## config.mk

```make
export PLATFORM = sky130hd
export DESIGN_NAME = rx_word_aligner
export DESIGN_NICKNAME = d
export VERILOG_FILES = /design/src/rtl/rxwa_pkg.sv /design/src/rtl/rxwa_history.sv /design/src/rtl/rxwa_matcher.sv /design/src/rtl/rxwa_shifter.sv /design/src/rtl/rxwa_ctrl.sv /design/src/rtl/rx_word_aligner.sv
export SDC_FILE = /design/constraint.sdc
export NUM_CORES = 1
export LEC_CHECK = 0
export CAP_MARGIN = 20
export CORE_MARGIN = 4
export CORE_UTILIZATION = 45
export DETAILED_ROUTE_END_ITERATION = 10
export PLACE_DENSITY = 0.72
export SYNTH_ARGS = -nofsm -noshare
export SYNTH_HDL_FRONTEND = slang
export SYNTH_SLANG_ARGS = --single-unit
```

## constraint.sdc

```tcl
create_clock -name clk -period 5.9 [get_ports clk]
set_input_delay 1.18 -clock clk [delete_from_list [all_inputs] [get_ports clk]]
set_output_delay 1.18 -clock clk [all_outputs]
set_load 0.01 [all_outputs]
```

## src/rtl/rxwa_pkg.sv

```systemverilog
package rxwa_pkg;

    localparam int unsigned WORD_WIDE   = 10;
    localparam int unsigned WORD_NARROW = 8;
    localparam int unsigned PAT_MAX     = 16;
    localparam int unsigned HIST_WORDS  = 3;
    localparam int unsigned STREAM_W    = HIST_WORDS * WORD_WIDE;
    localparam int unsigned OFF_W       = $clog2(WORD_WIDE);
    localparam int unsigned CNT_W       = $clog2(WORD_WIDE + 1);
    localparam int unsigned LEN_W       = $clog2(PAT_MAX + 1);

    typedef struct packed {
        logic                 wide;
        logic                 long_pat;
        logic [PAT_MAX-1:0]   pattern;
    } cfg_t;

    function automatic logic [LEN_W-1:0] pat_len(input cfg_t c);
        if (c.wide) return c.long_pat ? LEN_W'(10) : LEN_W'(7);
        return c.long_pat ? LEN_W'(16) : LEN_W'(8);
    endfunction

    function automatic logic [CNT_W-1:0] word_len(input cfg_t c);
        return c.wide ? CNT_W'(WORD_WIDE) : CNT_W'(WORD_NARROW);
    endfunction

endpackage

```

## src/rtl/rxwa_history.sv

```systemverilog
module rxwa_history #(
    parameter int unsigned DW = rxwa_pkg::WORD_WIDE,
    parameter int unsigned NN = rxwa_pkg::WORD_NARROW,
    parameter int unsigned NW = rxwa_pkg::HIST_WORDS,
    localparam int unsigned SW = NW * DW
) (
    input  logic          clk,
    input  logic          rst,
    input  logic [DW-1:0] din,
    input  logic          wide,
    output logic [SW-1:0] stream
);

    logic [NW-1:0][DW-1:0] hist_d, hist_q;
    logic [SW-1:0]         wide_s;
    logic [NW*NN-1:0]      narrow_s;

    always_comb begin
        hist_d[0] = din;
        for (int i = 1; i < NW; i++) begin
            hist_d[i] = hist_q[i-1];
        end
    end

    always_ff @(posedge clk) begin
        if (rst) hist_q <= '0;
        else     hist_q <= hist_d;
    end

    for (genvar j = 0; j < NW; j++) begin : g_pack
        assign wide_s[j*DW +: DW]   = hist_q[NW-1-j];
        assign narrow_s[j*NN +: NN] = hist_q[NW-1-j][NN-1:0];
    end

    assign stream = wide ? wide_s : {{(SW-NW*NN){1'b0}}, narrow_s};

endmodule

```

## src/rtl/rxwa_matcher.sv

```systemverilog
module rxwa_matcher #(
    parameter int unsigned DW = rxwa_pkg::WORD_WIDE,
    parameter int unsigned PW = rxwa_pkg::PAT_MAX,
    parameter int unsigned SW = rxwa_pkg::STREAM_W,
    localparam int unsigned OW = $clog2(DW),
    localparam int unsigned CW = $clog2(DW + 1)
) (
    input  logic [SW-1:0] stream,
    input  logic [PW-1:0] pattern,
    input  logic [PW-1:0] mask,
    input  logic [CW-1:0] wlen,
    output logic [DW-1:0] hit,
    output logic          any,
    output logic [OW-1:0] low
);

    for (genvar k = 0; k < DW; k++) begin : g_off
        logic [PW-1:0] window;
        assign window = stream[k +: PW];
        assign hit[k] = (k < int'(wlen)) && (((window ^ pattern) & mask) == '0);
    end

    always_comb begin
        low = '0;
        for (int i = DW - 1; i >= 0; i--) begin
            if (hit[i]) low = OW'(i);
        end
    end

    assign any = |hit;

endmodule

```

## src/rtl/rxwa_shifter.sv

```systemverilog
module rxwa_shifter #(
    parameter int unsigned DW = rxwa_pkg::WORD_WIDE,
    parameter int unsigned NN = rxwa_pkg::WORD_NARROW,
    parameter int unsigned SW = rxwa_pkg::STREAM_W,
    localparam int unsigned OW = $clog2(DW)
) (
    input  logic [SW-1:0] stream,
    input  logic [OW-1:0] off,
    input  logic          wide,
    output logic [DW-1:0] word
);

    always_comb begin
        word = stream[off +: DW];
        if (!wide) word[DW-1:NN] = '0;
    end

endmodule

```

## src/rtl/rxwa_ctrl.sv

```systemverilog
module rxwa_ctrl
    import rxwa_pkg::*;
#(
    parameter int unsigned DW = WORD_WIDE,
    localparam int unsigned OW = $clog2(DW)
) (
    input  logic          clk,
    input  logic          rst,
    input  cfg_t          cfg_in,
    input  logic          align_req,
    input  logic [DW-1:0] hit,
    input  logic          any,
    input  logic [OW-1:0] low,
    input  logic [DW-1:0] word_in,
    output cfg_t          cfg_q,
    output logic [OW-1:0] k_q,
    output logic          sync_q,
    output logic          detect_q,
    output logic [DW-1:0] dout_q
);

    typedef struct packed {
        cfg_t          cfg;
        logic [OW-1:0] k;
        logic          armed;
        logic          req_prev;
        logic          sync;
        logic          detect;
        logic [DW-1:0] dout;
    } st_t;

    st_t st_d, st_q;
    logic rise, armed_eff, move;

    always_comb begin
        rise      = align_req & ~st_q.req_prev;
        armed_eff = st_q.cfg.wide ? align_req : (st_q.armed | rise);
        move      = armed_eff & any;

        st_d          = st_q;
        st_d.req_prev = align_req;
        st_d.armed    = st_q.cfg.wide ? 1'b0 : (armed_eff & ~any);
        st_d.k        = move ? low : st_q.k;
        st_d.sync     = move && (low != st_q.k);
        st_d.detect   = hit[st_q.k];
        st_d.dout     = word_in;
    end

    always_ff @(posedge clk) begin
        if (rst) begin
            st_q     <= '0;
            st_q.cfg <= cfg_in;
        end else begin
            st_q <= st_d;
        end
    end

    assign cfg_q    = st_q.cfg;
    assign k_q      = st_q.k;
    assign sync_q   = st_q.sync;
    assign detect_q = st_q.detect;
    assign dout_q   = st_q.dout;

    // a pulse only ever accompanies a changed boundary
    p_sync_moves_r6: assert property (@(posedge clk) disable iff (rst)
        st_q.sync |-> (st_q.k != $past(st_q.k)));

    // without a pulse the boundary holds
    p_quiet_holds_r6: assert property (@(posedge clk) disable iff (rst)
        !st_q.sync |-> $stable(st_q.k));

    // level mode with request low never moves
    p_level_low_holds_r4: assert property (@(posedge clk) disable iff (rst)
        (st_q.cfg.wide && !align_req) |=> $stable(st_q.k));

    // edge mode with no arm and no rising edge never moves
    p_unarmed_holds_r3: assert property (@(posedge clk) disable iff (rst)
        (!st_q.cfg.wide && !st_q.armed && !(align_req && !st_q.req_prev))
        |=> $stable(st_q.k));

    // configuration frozen once out of reset
    p_cfg_frozen_r9: assert property (@(posedge clk) disable iff (rst)
        $stable(st_q.cfg));

endmodule

```

## src/rtl/rx_word_aligner.sv

```systemverilog
module rx_word_aligner
    import rxwa_pkg::*;
(
    input  logic                 clk,
    input  logic                 rst,
    input  logic [WORD_WIDE-1:0] rx_word,
    input  logic                 align_req,
    input  logic                 cfg_wide,
    input  logic                 cfg_long,
    input  logic [PAT_MAX-1:0]   cfg_pattern,
    output logic [WORD_WIDE-1:0] aligned_word,
    output logic [OFF_W-1:0]     boundary,
    output logic                 sync_pulse,
    output logic                 pattern_seen
);

    cfg_t                 cfg_in, cfg_q;
    logic [STREAM_W-1:0]  stream;
    logic [PAT_MAX:0]     mask_ext;
    logic [PAT_MAX-1:0]   mask;
    logic [CNT_W-1:0]     wlen;
    logic [WORD_WIDE-1:0] hit;
    logic                 any;
    logic [OFF_W-1:0]     low;
    logic [WORD_WIDE-1:0] sliced;
    logic [OFF_W-1:0]     k_q;

    always_comb begin
        cfg_in.wide     = cfg_wide;
        cfg_in.long_pat = cfg_long;
        cfg_in.pattern  = cfg_pattern;
        mask_ext = ({{PAT_MAX{1'b0}}, 1'b1} << pat_len(cfg_q)) - 1'b1;
        mask     = mask_ext[PAT_MAX-1:0];
        wlen     = word_len(cfg_q);
    end

    rxwa_history #(.DW(WORD_WIDE), .NN(WORD_NARROW), .NW(HIST_WORDS)) u_hist (
        .clk    (clk),
        .rst    (rst),
        .din    (rx_word),
        .wide   (cfg_q.wide),
        .stream (stream)
    );

    rxwa_matcher #(.DW(WORD_WIDE), .PW(PAT_MAX), .SW(STREAM_W)) u_match (
        .stream  (stream),
        .pattern (cfg_q.pattern),
        .mask    (mask),
        .wlen    (wlen),
        .hit     (hit),
        .any     (any),
        .low     (low)
    );

    rxwa_shifter #(.DW(WORD_WIDE), .NN(WORD_NARROW), .SW(STREAM_W)) u_shift (
        .stream (stream),
        .off    (k_q),
        .wide   (cfg_q.wide),
        .word   (sliced)
    );

    rxwa_ctrl #(.DW(WORD_WIDE)) u_ctrl (
        .clk       (clk),
        .rst       (rst),
        .cfg_in    (cfg_in),
        .align_req (align_req),
        .hit       (hit),
        .any       (any),
        .low       (low),
        .word_in   (sliced),
        .cfg_q     (cfg_q),
        .k_q       (k_q),
        .sync_q    (sync_pulse),
        .detect_q  (pattern_seen),
        .dout_q    (aligned_word)
    );

    assign boundary = k_q;

endmodule

```

==> metrics.txt <==
outcome complete, no violations; most frequent cells after synthesis xor2_1, xnor2_1, dfxtp_1; Max FO, Critical Path 41; NetSw 0.535 mW; GPL Wtd Cong 0.983; Critical R2R Launch u_ctrl.cfg_q[17]; Slew headroom 0.268; Fin Clk Skew 0.00750 ns; Setup crit end kind flop; Cells after Synth 681; IO Pins 47; Worst Max-Slew Pin Slew 1.08 ns; I/O Buffers 46; routed via count 4988; H-tree depth 3; Non-Filler Instances 852; Final min period 5.07 ns; wire per inst 20.0 um; fin worst setup slack 0.832 ns; ys async rst share 0; RSZ-0062 raised after global routing false; Inst Count DP 836; Max Clk Rate 197 MHz; Sink Count 66; largest area contributor in the netlist dfxtp_1; clock buffer depth 2; Comb power frac 0.280; die footprint 0.0156 mm^2; DP Worst Slack 1.00 ns; main area contributors after synthesis dfxtp_1, xor2_1, xnor2_1; post-CTS sizing 0; core area 0.0133 mm^2; count leader, synth xor2_1; delay-heaviest family, CP simple AND/OR/NAND/NOR gates; Nets 709; Initial Util 0.462; Arr. time, crit path 5.28 ns; Most common cell on crit path nor2_1; antenna violations before repair 0; total CTS buffers 9; Seq/Total Area, Yosys 0.244; Synthesized Nets 719; PwrDens 229 mW/mm^2; fin. max-slew vios 0; crit path cell chain buf_4 -> ha_1 -> nand4bb_4 -> nor2_1 -> inv_1 -> ha_1 -> nor2b_1 -> a22o_1 -> nor2_1 -> o2111ai_1 -> a2111oi_0 -> or2_2 -> nand4b_1 -> and2b_1 -> mux2i_1 -> nor2_1; Die Ht 125 um; All-Layer GR Usage 0.216; largest net degree at the start of global routing 67; placed instance area 0.00651 mm^2; global-route wire length before repair 26900 um; Post-synth EDFFs 18; CTS Hold Bufs 0; number of fill cells 1252; critical path startpoint u_ctrl.cfg_q[17]; Final Hold Violating Endpoints 0; post-DR vias/cell 5.85; Hold Startpoint u_hist.hist_d[18]; detailed-route DRC error count 0; Critical Path RT 6.11 ns; Root Driver clkbuf_16; Clock Power Share 0.362; antenna fix cells 0; Min-Delay Path Class flop to flop; die width 125 um; setup tns final 0 ns; type of the worst setup path flop to flop; 1st-iter DRT viols 494; cell area after synthesis 0.00616 mm^2; Crit-path slowest cell a2111oi_0; Switching Share 0.343; Yosys warnings 0; clock tree from TritonCTS built; Setup violations, final 0; vias in the first global route 4985; synthesized flop and latch total 66; Peak VDD IR 193 uV; crit path buf inv count 2; fin crit share 0.859; synthesis-to-layout area growth 10.6%; Leak 2.34 nW; Sequential Power Share 0.359; final WL 17000 um; FP Rows 42; number of distinct library cells after synthesis 64; Initial DRT Pass Iterations 7; Post-Layout Inst Area 0.00682 mm^2; worst-skew pair later-pin latency 0.35 ns; Reg clk slew, reported paths 0.06 ns; Yosys top cell area share 0.156; max incr delay on CP 0.70 ns; Post-CTS Setup Inserts 0; dpl hpwl 12100 um; Remaining Overflow, GRT 0; Final ANT Viol Nets 0; Synth Flop Type dfxtp_1; CP Launch Type flop; Internal 1.02 mW; Max Cap Violations 0; Avg Cell Area, Syn 9.05 um^2; fraction of layout cells with a size suffix above 1 0.0917
==> stage by stage <==
stage | util | hold slack (ns) | total power, mW
after floorplan | - | 0.414 | 0.888
after global placement | 0.488 | 0.425 | 0.987
after detailed placement | 0.488 | 0.424 | 0.996
after CTS | 0.511 | 0.439 | 1.57
after global routing | 0.511 | 0.469 | 1.63
final | 0.511 | 0.436 | 1.56
==> layout make-up <==
| type | count | area, um^2 | share of cell area |
|---|---|---|---|
| Multi-Input combinational cell | 530 | 4240 | 0.622 |
| Clock inverter | 7 | 82.6 | 0.0121 |
| Timing Repair Buffer | 53 | 508 | 0.0745 |
| Tap cell | 176 | 220 | 0.0323 |
| Sequential cell | 66 | 1500 | 0.220 |
| Inverter | 11 | 41.3 | 0.00606 |
| Clock buffer | 9 | 225 | 0.0330 |
==> final timing paths <==
check / endpoint / slack (ns) / cells after the start
worst max-delay path: u_ctrl.k_q[1] / 0.83 / 16
worst min-delay path: u_hist.hist_d[28] / 0.44 / 1
worst max register to register: u_ctrl.k_q[1] / 0.83 / 16
worst min register to register: u_hist.hist_d[28] / 0.44 / 1
==> sequential cells by signal, indices dropped and copies added, names as in the netlist <==
| signal | count |
|---|---|
| u_hist.hist_q | 10 |
| u_ctrl.dout_q | 10 |
| u_ctrl.k_q | 4 |
| u_ctrl.detect_q | 1 |
| u_ctrl.sync_q | 1 |
| u_ctrl.cfg_q | 18 |
| u_hist.hist_d | 20 |
| u_ctrl.st_q | 2 |
==> power by group through the flow <==
stage | clock network, mW | logic [mW] | registers (mW)
6_report | 0.564 | 0.436 | 0.559
3_5_place_dp | 0 | 0.429 | 0.568
5_1_grt | 0.598 | 0.471 | 0.563
3_3_place_gp | 0 | 0.421 | 0.566
4_1_cts | 0.579 | 0.431 | 0.559
2_1_floorplan | 0 | 0.377 | 0.510
==> kinds of logic (layout without fill, tap and decap cells) <==
kind of cell / count (synthesis) / in the layout / share of synthesized area
flops: 66 / 66 / 0.244
simple gates: 150 / 150 / 0.138
xor+xnor: 173 / 173 / 0.246
mux: 57 / 57 / 0.122
fa+ha+maj: 7 / 7 / 0.0142
compound gates: 143 / 143 / 0.166
buf+inv: 85 / 80 / 0.0705
==> layout by cell type (no fill, tap or decap), types with 3 or more instances in the layout <==
cell / count
nor4_2: 3
a21oi_1: 25
a222oi_1: 6
o32ai_1: 8
xor2_1: 87
mux4_2: 5
o2111ai_1: 3
clkdlybuf4s50_1: 45
o221ai_1: 3
o31a_1: 8
a22o_1: 7
a22oi_1: 7
xnor2_1: 86
clkbuf_16: 9
nor2_1: 42
o22ai_1: 7
nor2b_1: 38
nand3_1: 6
mux2i_1: 30
mux2_2: 10
o21ai_0: 26
ha_1: 7
dfxtp_1: 48
buf_4: 7
nand4_1: 7
nand2_1: 24
nor4_1: 5
inv_1: 9
o211ai_1: 7
edfxtp_1: 18
a31oi_1: 7
inv_6: 4
mux2i_4: 8
a211oi_1: 12
nor3_1: 6
nand2b_1: 6
mux2i_2: 4
==> metal layers <==
metal	track usage	share of wire	wire length, um	vias to the layer above
li1	-	-	-	2373
met1	0.257	0.42	7100	2374
met2	0.355	0.48	8130	192
met3	0.0742	0.072	1230	49
met4	0.0925	0.033	566	0
met5	0	0	0	-
No activity file was read; power rests on OpenSTA's default activity.
